==> src/rtl/blsu_pkg.sv <==
package blsu_pkg;
    localparam int BYTE_W = 8;
    localparam int LANES  = 4;
    localparam int WORD_W = BYTE_W * LANES;
    localparam int PAIR_W = 2 * LANES;

    typedef enum logic [1:0] {
        SZ_BYTE = 2'd0,
        SZ_HALF = 2'd1,
        SZ_WORD = 2'd2,
        SZ_WALT = 2'd3
    } acc_size_e;

    typedef enum logic [2:0] {
        ST_IDLE = 3'd0,
        ST_RD0  = 3'd1,
        ST_RD1  = 3'd2,
        ST_WAIT = 3'd3,
        ST_WR0  = 3'd4,
        ST_WR1  = 3'd5,
        ST_FIN  = 3'd6
    } seq_e;
endpackage

==> src/rtl/blsu_lane_plan.sv <==
module blsu_lane_plan
    import blsu_pkg::*;
(
    input  logic [1:0]        off_i,
    input  logic [1:0]        size_i,
    output logic [PAIR_W-1:0] mask_o,
    output logic              split_o
);
    logic [PAIR_W-1:0] base;

    always_comb begin
        unique case (size_i)
            2'd0:    base = PAIR_W'(4'h1);
            2'd1:    base = PAIR_W'(4'h3);
            default: base = PAIR_W'(4'hF);
        endcase
        mask_o  = base << off_i;
        split_o = |mask_o[PAIR_W-1:LANES];
    end
endmodule

==> src/rtl/blsu_load_align.sv <==
module blsu_load_align
    import blsu_pkg::*;
(
    input  logic [WORD_W-1:0] w0_i,
    input  logic [WORD_W-1:0] w1_i,
    input  logic [1:0]        off_i,
    input  logic [1:0]        size_i,
    input  logic              sgn_i,
    output logic [WORD_W-1:0] data_o
);
    logic [WORD_W-1:0] low;

    always_comb begin
        low = WORD_W'({w1_i, w0_i} >> {off_i, 3'b000});
        unique case (size_i)
            2'd0:    data_o = {{(WORD_W-BYTE_W){sgn_i & low[BYTE_W-1]}}, low[BYTE_W-1:0]};
            2'd1:    data_o = {{(WORD_W-2*BYTE_W){sgn_i & low[2*BYTE_W-1]}}, low[2*BYTE_W-1:0]};
            default: data_o = low;
        endcase
    end
endmodule

==> src/rtl/blsu_store_merge.sv <==
module blsu_store_merge
    import blsu_pkg::*;
(
    input  logic [WORD_W-1:0] old0_i,
    input  logic [WORD_W-1:0] old1_i,
    input  logic [WORD_W-1:0] wdata_i,
    input  logic [1:0]        off_i,
    input  logic [PAIR_W-1:0] mask_i,
    output logic [WORD_W-1:0] new0_o,
    output logic [WORD_W-1:0] new1_o
);
    logic [2*WORD_W-1:0] shifted;
    logic [2*WORD_W-1:0] old_pair;
    logic [2*WORD_W-1:0] merged;

    assign shifted  = {{WORD_W{1'b0}}, wdata_i} << {off_i, 3'b000};
    assign old_pair = {old1_i, old0_i};

    for (genvar k = 0; k < PAIR_W; k++) begin : g_lane
        assign merged[k*BYTE_W +: BYTE_W] = mask_i[k] ? shifted[k*BYTE_W +: BYTE_W]
                                                      : old_pair[k*BYTE_W +: BYTE_W];
    end

    assign new0_o = merged[WORD_W-1:0];
    assign new1_o = merged[2*WORD_W-1:WORD_W];
endmodule

==> src/rtl/byte_lane_lsu.sv <==
module byte_lane_lsu
    import blsu_pkg::*;
#(
    parameter int ADDR_W = 32
) (
    input  logic              clk,
    input  logic              rst_n,
    input  logic              req_valid,
    output logic              req_ready,
    input  logic [ADDR_W-1:0] req_addr,
    input  logic [1:0]        req_size,
    input  logic              req_write,
    input  logic              req_signed,
    input  logic [WORD_W-1:0] req_wdata,
    output logic              rsp_done,
    output logic [WORD_W-1:0] rsp_rdata,
    output logic              mem_en,
    output logic              mem_we,
    output logic [ADDR_W-3:0] mem_addr,
    output logic [WORD_W-1:0] mem_wdata,
    input  logic [WORD_W-1:0] mem_rdata
);
    localparam int WA_W = ADDR_W - 2;

    typedef struct packed {
        seq_e              st;
        logic [WA_W-1:0]   wa;
        logic [1:0]        off;
        logic [1:0]        sz;
        logic              wr;
        logic              sgn;
        logic [WORD_W-1:0] wd;
        logic              pend;
        logic              pslot;
        logic [WORD_W-1:0] b0;
        logic [WORD_W-1:0] b1;
    } ctx_t;

    localparam ctx_t CTX_RST = '{st: ST_IDLE, default: '0};

    ctx_t ctx_d, ctx_q;

    logic [PAIR_W-1:0] lane_mask;
    logic              lane_split;
    logic [WORD_W-1:0] merged0, merged1;
    logic              req_full;

    blsu_lane_plan u_plan (
        .off_i   (ctx_q.off),
        .size_i  (ctx_q.sz),
        .mask_o  (lane_mask),
        .split_o (lane_split)
    );

    blsu_load_align u_align (
        .w0_i   (ctx_q.b0),
        .w1_i   (ctx_q.b1),
        .off_i  (ctx_q.off),
        .size_i (ctx_q.sz),
        .sgn_i  (ctx_q.sgn),
        .data_o (rsp_rdata)
    );

    blsu_store_merge u_merge (
        .old0_i  (ctx_q.b0),
        .old1_i  (ctx_q.b1),
        .wdata_i (ctx_q.wd),
        .off_i   (ctx_q.off),
        .mask_i  (lane_mask),
        .new0_o  (merged0),
        .new1_o  (merged1)
    );

    assign req_full  = req_size[1] && (req_addr[1:0] == 2'b00);
    assign req_ready = (ctx_q.st == ST_IDLE);

    always_comb begin
        ctx_d     = ctx_q;
        ctx_d.pend  = 1'b0;
        ctx_d.pslot = 1'b0;
        mem_en    = 1'b0;
        mem_we    = 1'b0;
        mem_addr  = ctx_q.wa;
        mem_wdata = merged0;
        rsp_done  = 1'b0;

        if (ctx_q.pend) begin
            if (ctx_q.pslot) ctx_d.b1 = mem_rdata;
            else             ctx_d.b0 = mem_rdata;
        end

        unique case (ctx_q.st)
            ST_IDLE: begin
                if (req_valid) begin
                    ctx_d.wa  = req_addr[ADDR_W-1:2];
                    ctx_d.off = req_addr[1:0];
                    ctx_d.sz  = req_size;
                    ctx_d.wr  = req_write;
                    ctx_d.sgn = req_signed;
                    ctx_d.wd  = req_wdata;
                    ctx_d.st  = (req_write && req_full) ? ST_WR0 : ST_RD0;
                end
            end
            ST_RD0: begin
                mem_en      = 1'b1;
                ctx_d.pend  = 1'b1;
                ctx_d.st    = lane_split ? ST_RD1 : ST_WAIT;
            end
            ST_RD1: begin
                mem_en      = 1'b1;
                mem_addr    = ctx_q.wa + WA_W'(1);
                ctx_d.pend  = 1'b1;
                ctx_d.pslot = 1'b1;
                ctx_d.st    = ST_WAIT;
            end
            ST_WAIT: begin
                ctx_d.st = ctx_q.wr ? ST_WR0 : ST_FIN;
            end
            ST_WR0: begin
                mem_en    = 1'b1;
                mem_we    = 1'b1;
                mem_wdata = merged0;
                ctx_d.st  = lane_split ? ST_WR1 : ST_FIN;
            end
            ST_WR1: begin
                mem_en    = 1'b1;
                mem_we    = 1'b1;
                mem_addr  = ctx_q.wa + WA_W'(1);
                mem_wdata = merged1;
                ctx_d.st  = ST_FIN;
            end
            ST_FIN: begin
                rsp_done = 1'b1;
                ctx_d.st = ST_IDLE;
            end
            default: ctx_d.st = ST_IDLE;
        endcase
    end

    always_ff @(posedge clk or negedge rst_n) begin
        if (!rst_n) ctx_q <= CTX_RST;
        else        ctx_q <= ctx_d;
    end
endmodule

==> config.mk <==
export PLATFORM = sky130hd
export DESIGN_NAME = byte_lane_lsu
export DESIGN_NICKNAME = d
export VERILOG_FILES = /design/src/rtl/blsu_pkg.sv /design/src/rtl/blsu_lane_plan.sv /design/src/rtl/blsu_load_align.sv /design/src/rtl/blsu_store_merge.sv /design/src/rtl/byte_lane_lsu.sv
export SDC_FILE = /design/constraint.sdc
export NUM_CORES = 1
export LEC_CHECK = 0
export CAP_MARGIN = 20
export CORE_ASPECT_RATIO = 0.5
export CORE_MARGIN = 10
export CORE_UTILIZATION = 40
export CTS_CLUSTER_DIAMETER = 80
export DETAILED_ROUTE_END_ITERATION = 12
export MAX_ROUTING_LAYER = met4
export PLACE_DENSITY = 0.67
export RECOVER_POWER = 50
export SLEW_MARGIN = 10
export SYNTH_ARGS = -nofsm -noshare
export SYNTH_HDL_FRONTEND = slang
export SYNTH_SLANG_ARGS = --single-unit
==> constraint.sdc <==
create_clock -name clk -period 2.2 [get_ports clk]
set_input_delay 0.22 -clock clk [delete_from_list [all_inputs] [get_ports clk]]
set_output_delay 0.22 -clock clk [all_outputs]
set_load 0.01 [all_outputs]
==> summary.md, run 1 <==
| Metric | Value |
|---|---|
| Status | `complete, but fails checks` |
| Failing checks | `max-capacitance violations, max-slew violations, negative setup slack` |
| Initial DRC Count | `633` |
| Cells on worst reg2reg path | `7` |
| Syn Nets | `877` |
| Congestion Overflow GR | `0` |
| Max_slew headroom | `-0.0624` |
| R2r endpoint | `ctx_q[70]` |
| Slew Viols, Final | `57` |
| GRT Overall Usage | `0.225` |
| Critical Path Start | `ctx_q[103]` |
| Clock Latency Late Sink | `0.44 ns` |
| Yosys top cell area share | `0.409` |
| WL final | `32.2 mm` |
| Routability congestion estimate | `0.930` |
| First-pass GRT wire length | `46.2 mm` |
| Cells after synthesis | `773` |
| FF-to-FF setup slack | `0.11 ns` |
| Synthesized flop and latch total | `137` |
| Kind of critical path | `flop to output pin` |
| Cell area power density | `1930 nW/um^2` |
| Final Critical Period | `2.50 ns` |
| Prevailing post-synth register cell | `dfrtp_1` |
| Clk sinks | `137` |
| FFs w/ async S/R, synth | `1.00` |
| Crit path launch type | `flop` |
| Worst setup endpoint | `rsp_rdata[18]` |
| Worst EP arrival | `2.28 ns` |
| CTS tree | `built` |
| Sequential share of the synthesized area | `0.409` |
| # IOs | `201` |
| Chip Width | `225 um` |
| LEAKAGE | `5.82 nW` |
| Share of post-route cells with drive strength above 1 | `0.523` |
| Clk_skew | `0.00563 ns` |
| CP max FO | `7` |
| Synth area leader | `dfrtp_1` |
| Vias | `7762` |
| Syn avg cell area | `10.8 um^2` |
| Pre-CTS WS | `-0.295 ns` |
| Clk slew on worst S/H paths | `0.06 ns` |
| Top reg by flops | `ctx_q` |
| Top Registers | `ctx_q (137)` |
| Die height | `122 um` |
| Initial antenna violation count | `1` |
| Port Buffers | `200` |
| Post-synth design cell area | `8380 um^2` |
| Initial core utilization | `0.408` |
| Remaining antenna violation count | `0` |
| EDFF count, synth | `0` |
| Num rows | `37` |
| Utilization after layout | `0.661` |
| H-tree levels | `4` |
| Hold_ws | `0.364 ns` |
| Hold Path Class | `input pin to flop` |
| DIE AREA | `27500 um^2` |
| Synth top area cells | `dfrtp_1 (41%), mux2_2 (20%), mux2i_1 (11%)` |
| Final net count | `1211` |
| DP HPWL | `21.9 mm` |
| Routed len/inst | `23.1 um` |
| Vias/cell | `5.57` |
| Post-synth cell types | `48` |
| Synth Warn # | `0` |
| Fin crit share | `1.14` |
| Total power draw | `26.2 mW` |
| Crit path required time | `1.98 ns` |
| # DRC | `0` |
| Max reg flops | `137` |
| CORE AREA | `20600 um^2` |
| VDD IR max | `726 uV` |
| Final Worst Setup Slack | `-0.298 ns` |
| Final setup viols | `89` |
| Clock root buffer | `clkbuf_16` |
| F_max | `0.400 GHz` |
| Vias in the first global route | `7795` |
| DRT Pass-1 Iters | `5` |
| Num CTS Buffers | `17` |
| Syn-to-layout area delta | `62.1%` |
| Pin count of the biggest net entering global routing | `57` |
| Max cap viols | `1` |
| Setup TNS | `-15.74 ns` |
| Clock Tree Buf Depth | `2` |
| Critical Path Sink Type | `output pin` |
| Worst R2R Start | `ctx_q[135]` |
| Final Hold Viols | `0` |
| Worst slew pin tran | `1.59 ns` |
| RSZ-0062 raised after global routing | `yes` |
## timing repair
action / in CTS / in global routing
endpoints found under the hold margin: 53 / 0
hold buffers: 1 / 0
buffers inserted: 37 / 28
cloned: 2 / 8
gates resized for setup: 496 / 196
setup endpoints to repair: 95 / 93
pin swaps: 46 / 61
## per-layer routing
metal	GRT usage	vias up	wire, um
li1	-	3492	-
met1	0.289	3950	14000
met2	0.356	268	15600
met3	0.0426	52	2050
met4	0.0667	0	593
met5	-	-	0
## critical path, stage by stage, from the launching register on
cell and delay (ns):
dfrtp_4 0.48, mux4_2 0.54, mux2_4 0.30, nand3b_4 0.16, buf_12 0.18, nand2_4 0.05
buf_6 0.12
## power breakdown
part / internal [mW] / switching [mW]
clock network: 1.70 / 1.24
registers: 3.84 / 1.63
logic: 9.57 / 8.19
## final cells by class
| type | count | area [um^2] |
|---|---|---|
| fill | 1546 | 6970 |
| multi-input combinational | 573 | 5550 |
| timing repair buffer | 374 | 3650 |
| sequential | 137 | 3440 |
| clock buffer | 18 | 429 |
| tap | 273 | 342 |
| clock inverter | 14 | 166 |
| inverter | 4 | 15.0 |
| antenna | 1 | 2.50 |
## cell families (layout without fill, tap and decap cells)
| kind of cell | after synthesis | after routing | synth area share |
|---|---|---|---|
| adder cells (fa/ha/maj) | 1 | 1 | 0.00149 |
| AND/OR/NAND/NOR | 186 | 186 | 0.112 |
| other | 0 | 1 | 0 |
| AO/OA/AOI/OAI | 110 | 110 | 0.0905 |
| flip-flops | 137 | 137 | 0.409 |
| buffers and inverters | 63 | 410 | 0.0340 |
| multiplexers | 246 | 246 | 0.322 |
| XOR/XNOR | 30 | 30 | 0.0314 |
## stage by stage
stage          instance area, um^2  cells
6_report                     13600   1394
5_1_grt                      13600   1394
4_1_cts                      12500   1363
3_5_place_dp                 11400   1291
3_3_place_gp                 11400   1291
2_1_floorplan                 8380    773
## layout by cell type (no fill, tap or decap), types with 21 or more instances in the layout
master / Yosys / routed
mux2i_1: 96 / 69
buf_2: 26 / 65
buf_6: 1 / 76
dfrtp_1: 137 / 134
clkbuf_16: 0 / 24
buf_4: 2 / 87
nor2_1: 35 / 27
xnor2_1: 25 / 22
clkdlybuf4s50_1: 0 / 104
mux2_2: 146 / 144
nand2_1: 55 / 36
buf_12: 0 / 21
## synth_stat cells, types with 7 or more instances
library cell  instances
clkbuf_1             19
o31ai_1               8
nor2b_1              21
and2_1               11
o211ai_1             15
a22o_1                8
o2bb2ai_1             8
nand2_1              55
xnor2_1              25
mux2_2              146
nor2_1               35
nand4_1              13
mux2i_1              96
a21oi_1              33
buf_2                26
nand3_1              22
dfrtp_1             137
buf_1                10
a211oi_1             17
o21ai_0              13
nand2b_1              7
## worst min path at each step
stage,startpoint,to,cells after the start
floorplan,rst_n,ctx_q[0],0
global placement,rst_n,ctx_q[133],1
detailed placement,rst_n,ctx_q[132],1
CTS,rst_n,ctx_q[132],2
global route,req_addr[26],ctx_q[128],3
finish,req_addr[26],ctx_q[128],3
Note: power is estimated with default switching activity, not from simulation.
==> run 2, diff against run 1 <==
--- a/config.mk
+++ b/config.mk
@@ -11,7 +11,6 @@
 export CORE_UTILIZATION = 40
 export CTS_CLUSTER_DIAMETER = 80
 export DETAILED_ROUTE_END_ITERATION = 12
-export MAX_ROUTING_LAYER = met4
 export PLACE_DENSITY = 0.67
 export RECOVER_POWER = 50
 export SLEW_MARGIN = 10
==> run 2 against run 1 <==
The run ends with negative setup slack left. Fmax increased by 1.1%. Clock power decreased by 3%. Global-route usage decreased by 0.23 points. Count of clock-buffer cells in the layout unchanged. Routed wire length decreased by 0.20%. Largest cell class unchanged. Largest power group unchanged.
==> summary.md, run 2 (synthesis results as in run 1) <==
| Metric | Value |
|---|---|
| Chip Width | `225 um` |
| Vias | `7638` |
| Hold_ws | `0.381 ns` |
| Kind of critical path | `flop to output pin` |
| Clk slew on worst S/H paths | `0.07 ns` |
| Worst slew pin tran | `1.44 ns` |
| Max cap viols | `0` |
| DP HPWL | `21.6 mm` |
| Pre-CTS WS | `-0.286 ns` |
| FF-to-FF setup slack | `0.14 ns` |
| Share of post-route cells with drive strength above 1 | `0.509` |
| DIE AREA | `27500 um^2` |
| Slew Viols, Final | `0` |
| Final Worst Setup Slack | `-0.271 ns` |
| Num rows | `37` |
| Num CTS Buffers | `17` |
| HP Start | `req_addr[26]` |
| Filler Cell Count | `1562` |
| Hold Path Class | `input pin to flop` |
| Clk_skew | `0.00876 ns` |
| GRT Overall Usage | `0.222` |
| CP max FO | `15` |
| Syn-to-layout area delta | `57.8%` |
| Vias in the first global route | `7973` |
| # IOs | `201` |
| Clock Latency Late Sink | `0.42 ns` |
| Final net count | `1177` |
| Hold depth | `3` |
| H-tree levels | `4` |
| LEAKAGE | `5.66 nW` |
| Leading cell type in the layout, fill and taps excluded | `mux2_2` |
| CTS tree | `built` |
| # DRC | `0` |
| WL final | `32.2 mm` |
| Crit path required time | `1.98 ns` |
| Remaining antenna violation count | `0` |
| Pin count of the biggest net entering global routing | `72` |
| Clock root buffer | `clkbuf_16` |
| Max reg flops | `137` |
| Top Registers | `ctx_q (137)` |
| VDD IR max | `779 uV` |
| Clk sinks | `137` |
| Top reg by flops | `ctx_q` |
| Crit path launch type | `flop` |
| Post-Layout Inst Area | `13200 um^2` |
| Congestion Overflow GR | `0` |
| RSZ-0062 raised after global routing | `yes` |
| Initial antenna violation count | `2` |
| Utilization after layout | `0.643` |
| Final Critical Period | `2.47 ns` |
| Port Buffers | `200` |
| Die height | `122 um` |
| Routed len/inst | `23.6 um` |
| Cell area power density | `1940 nW/um^2` |
| Worst R2R Start | `ctx_q[135]` |
| F_max | `0.405 GHz` |
| Clock Tree Buf Depth | `2` |
| Fin crit share | `1.12` |
| Initial core utilization | `0.408` |
| Hold Crit Endpoint | `ctx_q[128]` |
| Vias/cell | `5.61` |
| R2r endpoint | `ctx_q[110]` |
| Routability congestion estimate | `0.930` |
| Cell total after placement | `1283` |
| Worst EP arrival | `2.25 ns` |
| Post-route insts no fill | `1361` |
| Final Hold Viols | `0` |
| Failing checks | `negative setup slack` |
| Final setup viols | `88` |
| Max_slew headroom | `0.0409` |
| Critical Path Sink Type | `output pin` |
| Initial DRC Count | `746` |
| First-pass GRT wire length | `47.4 mm` |
| Commonest cells after routing, fill and taps aside | `mux2_2 (144), dfrtp_1 (135), clkdlybuf4s50_1 (104)` |
| DRT Pass-1 Iters | `7` |
| Status | `complete, but fails checks` |
| CORE AREA | `20600 um^2` |
| Placed Area | `11300 um^2` |
| Cells on worst reg2reg path | `6` |
-- run 2: layout make-up --
class	instances	area, um^2	share of cell area
multi-input combinational	573	5560	0.420
sequential	137	3440	0.260
timing repair buffer	340	3290	0.249
clock buffer	18	429	0.0325
tap	273	342	0.0258
clock inverter	14	148	0.0112
inverter	4	15.0	0.00114
antenna	2	5.00	0.000378
-- run 2: routing by layer --
| metal | vias to the layer above | track usage | part of all wire |
|---|---|---|---|
| met5 | - | 0 | 0 |
| met4 | 0 | 0.0663 | 0.023 |
| met3 | 52 | 0.0514 | 0.075 |
| met2 | 313 | 0.371 | 0.48 |
| met1 | 3855 | 0.285 | 0.42 |
| li1 | 3418 | - | - |
-- run 2: through the flow --
stage	power (mW)	setup TNS (ns)
after global routing	26.9	-24.11
after detailed placement	19.4	-12.80
after floorplan	12.3	0
after CTS	23.2	-11.76
final	25.6	-15.12
after global placement	19.3	-12.20
-- run 2: where the power goes --
part           switching [mW]  internal, mW
clock                    1.17          1.68
sequential               1.57          3.84
combinational            8.19          9.17
-- run 2: worst max path at each step --
| stage | startpoint | to | slack (ns) | cells past startpoint |
|---|---|---|---|---|
| finish | ctx_q[103] | mem_wdata[2] | -0.27 | 8 |
| global route | ctx_q[136] | mem_addr[16] | -0.35 | 7 |
| CTS | ctx_q[134] | mem_addr[21] | -0.26 | 6 |
| detailed placement | ctx_q[103] | mem_wdata[1] | -0.29 | 7 |
| global placement | ctx_q[103] | mem_wdata[1] | -0.29 | 7 |
| floorplan | ctx_q[136] | mem_addr[15] | 0.24 | 5 |
-- run 2: timing repair --
action                                 CTS  global route
endpoints found under the hold margin   52             0
hold buffers                             1             0
setup endpoints to repair               94            92
gates cloned                             6             4
pin swaps                               57            33
buffers inserted                        18            19
gates resized for setup                524           126
-- run 2: worst max-delay path, cell delays in order (launching register included) --
cell,delay [ns]
dfrtp_4,0.51
buf_12,0.17
a21o_1,0.18
a21oi_2,0.21
buf_6,0.14
buf_12,0.13
mux2i_4,0.22
a21oi_2,0.09
buf_2,0.15
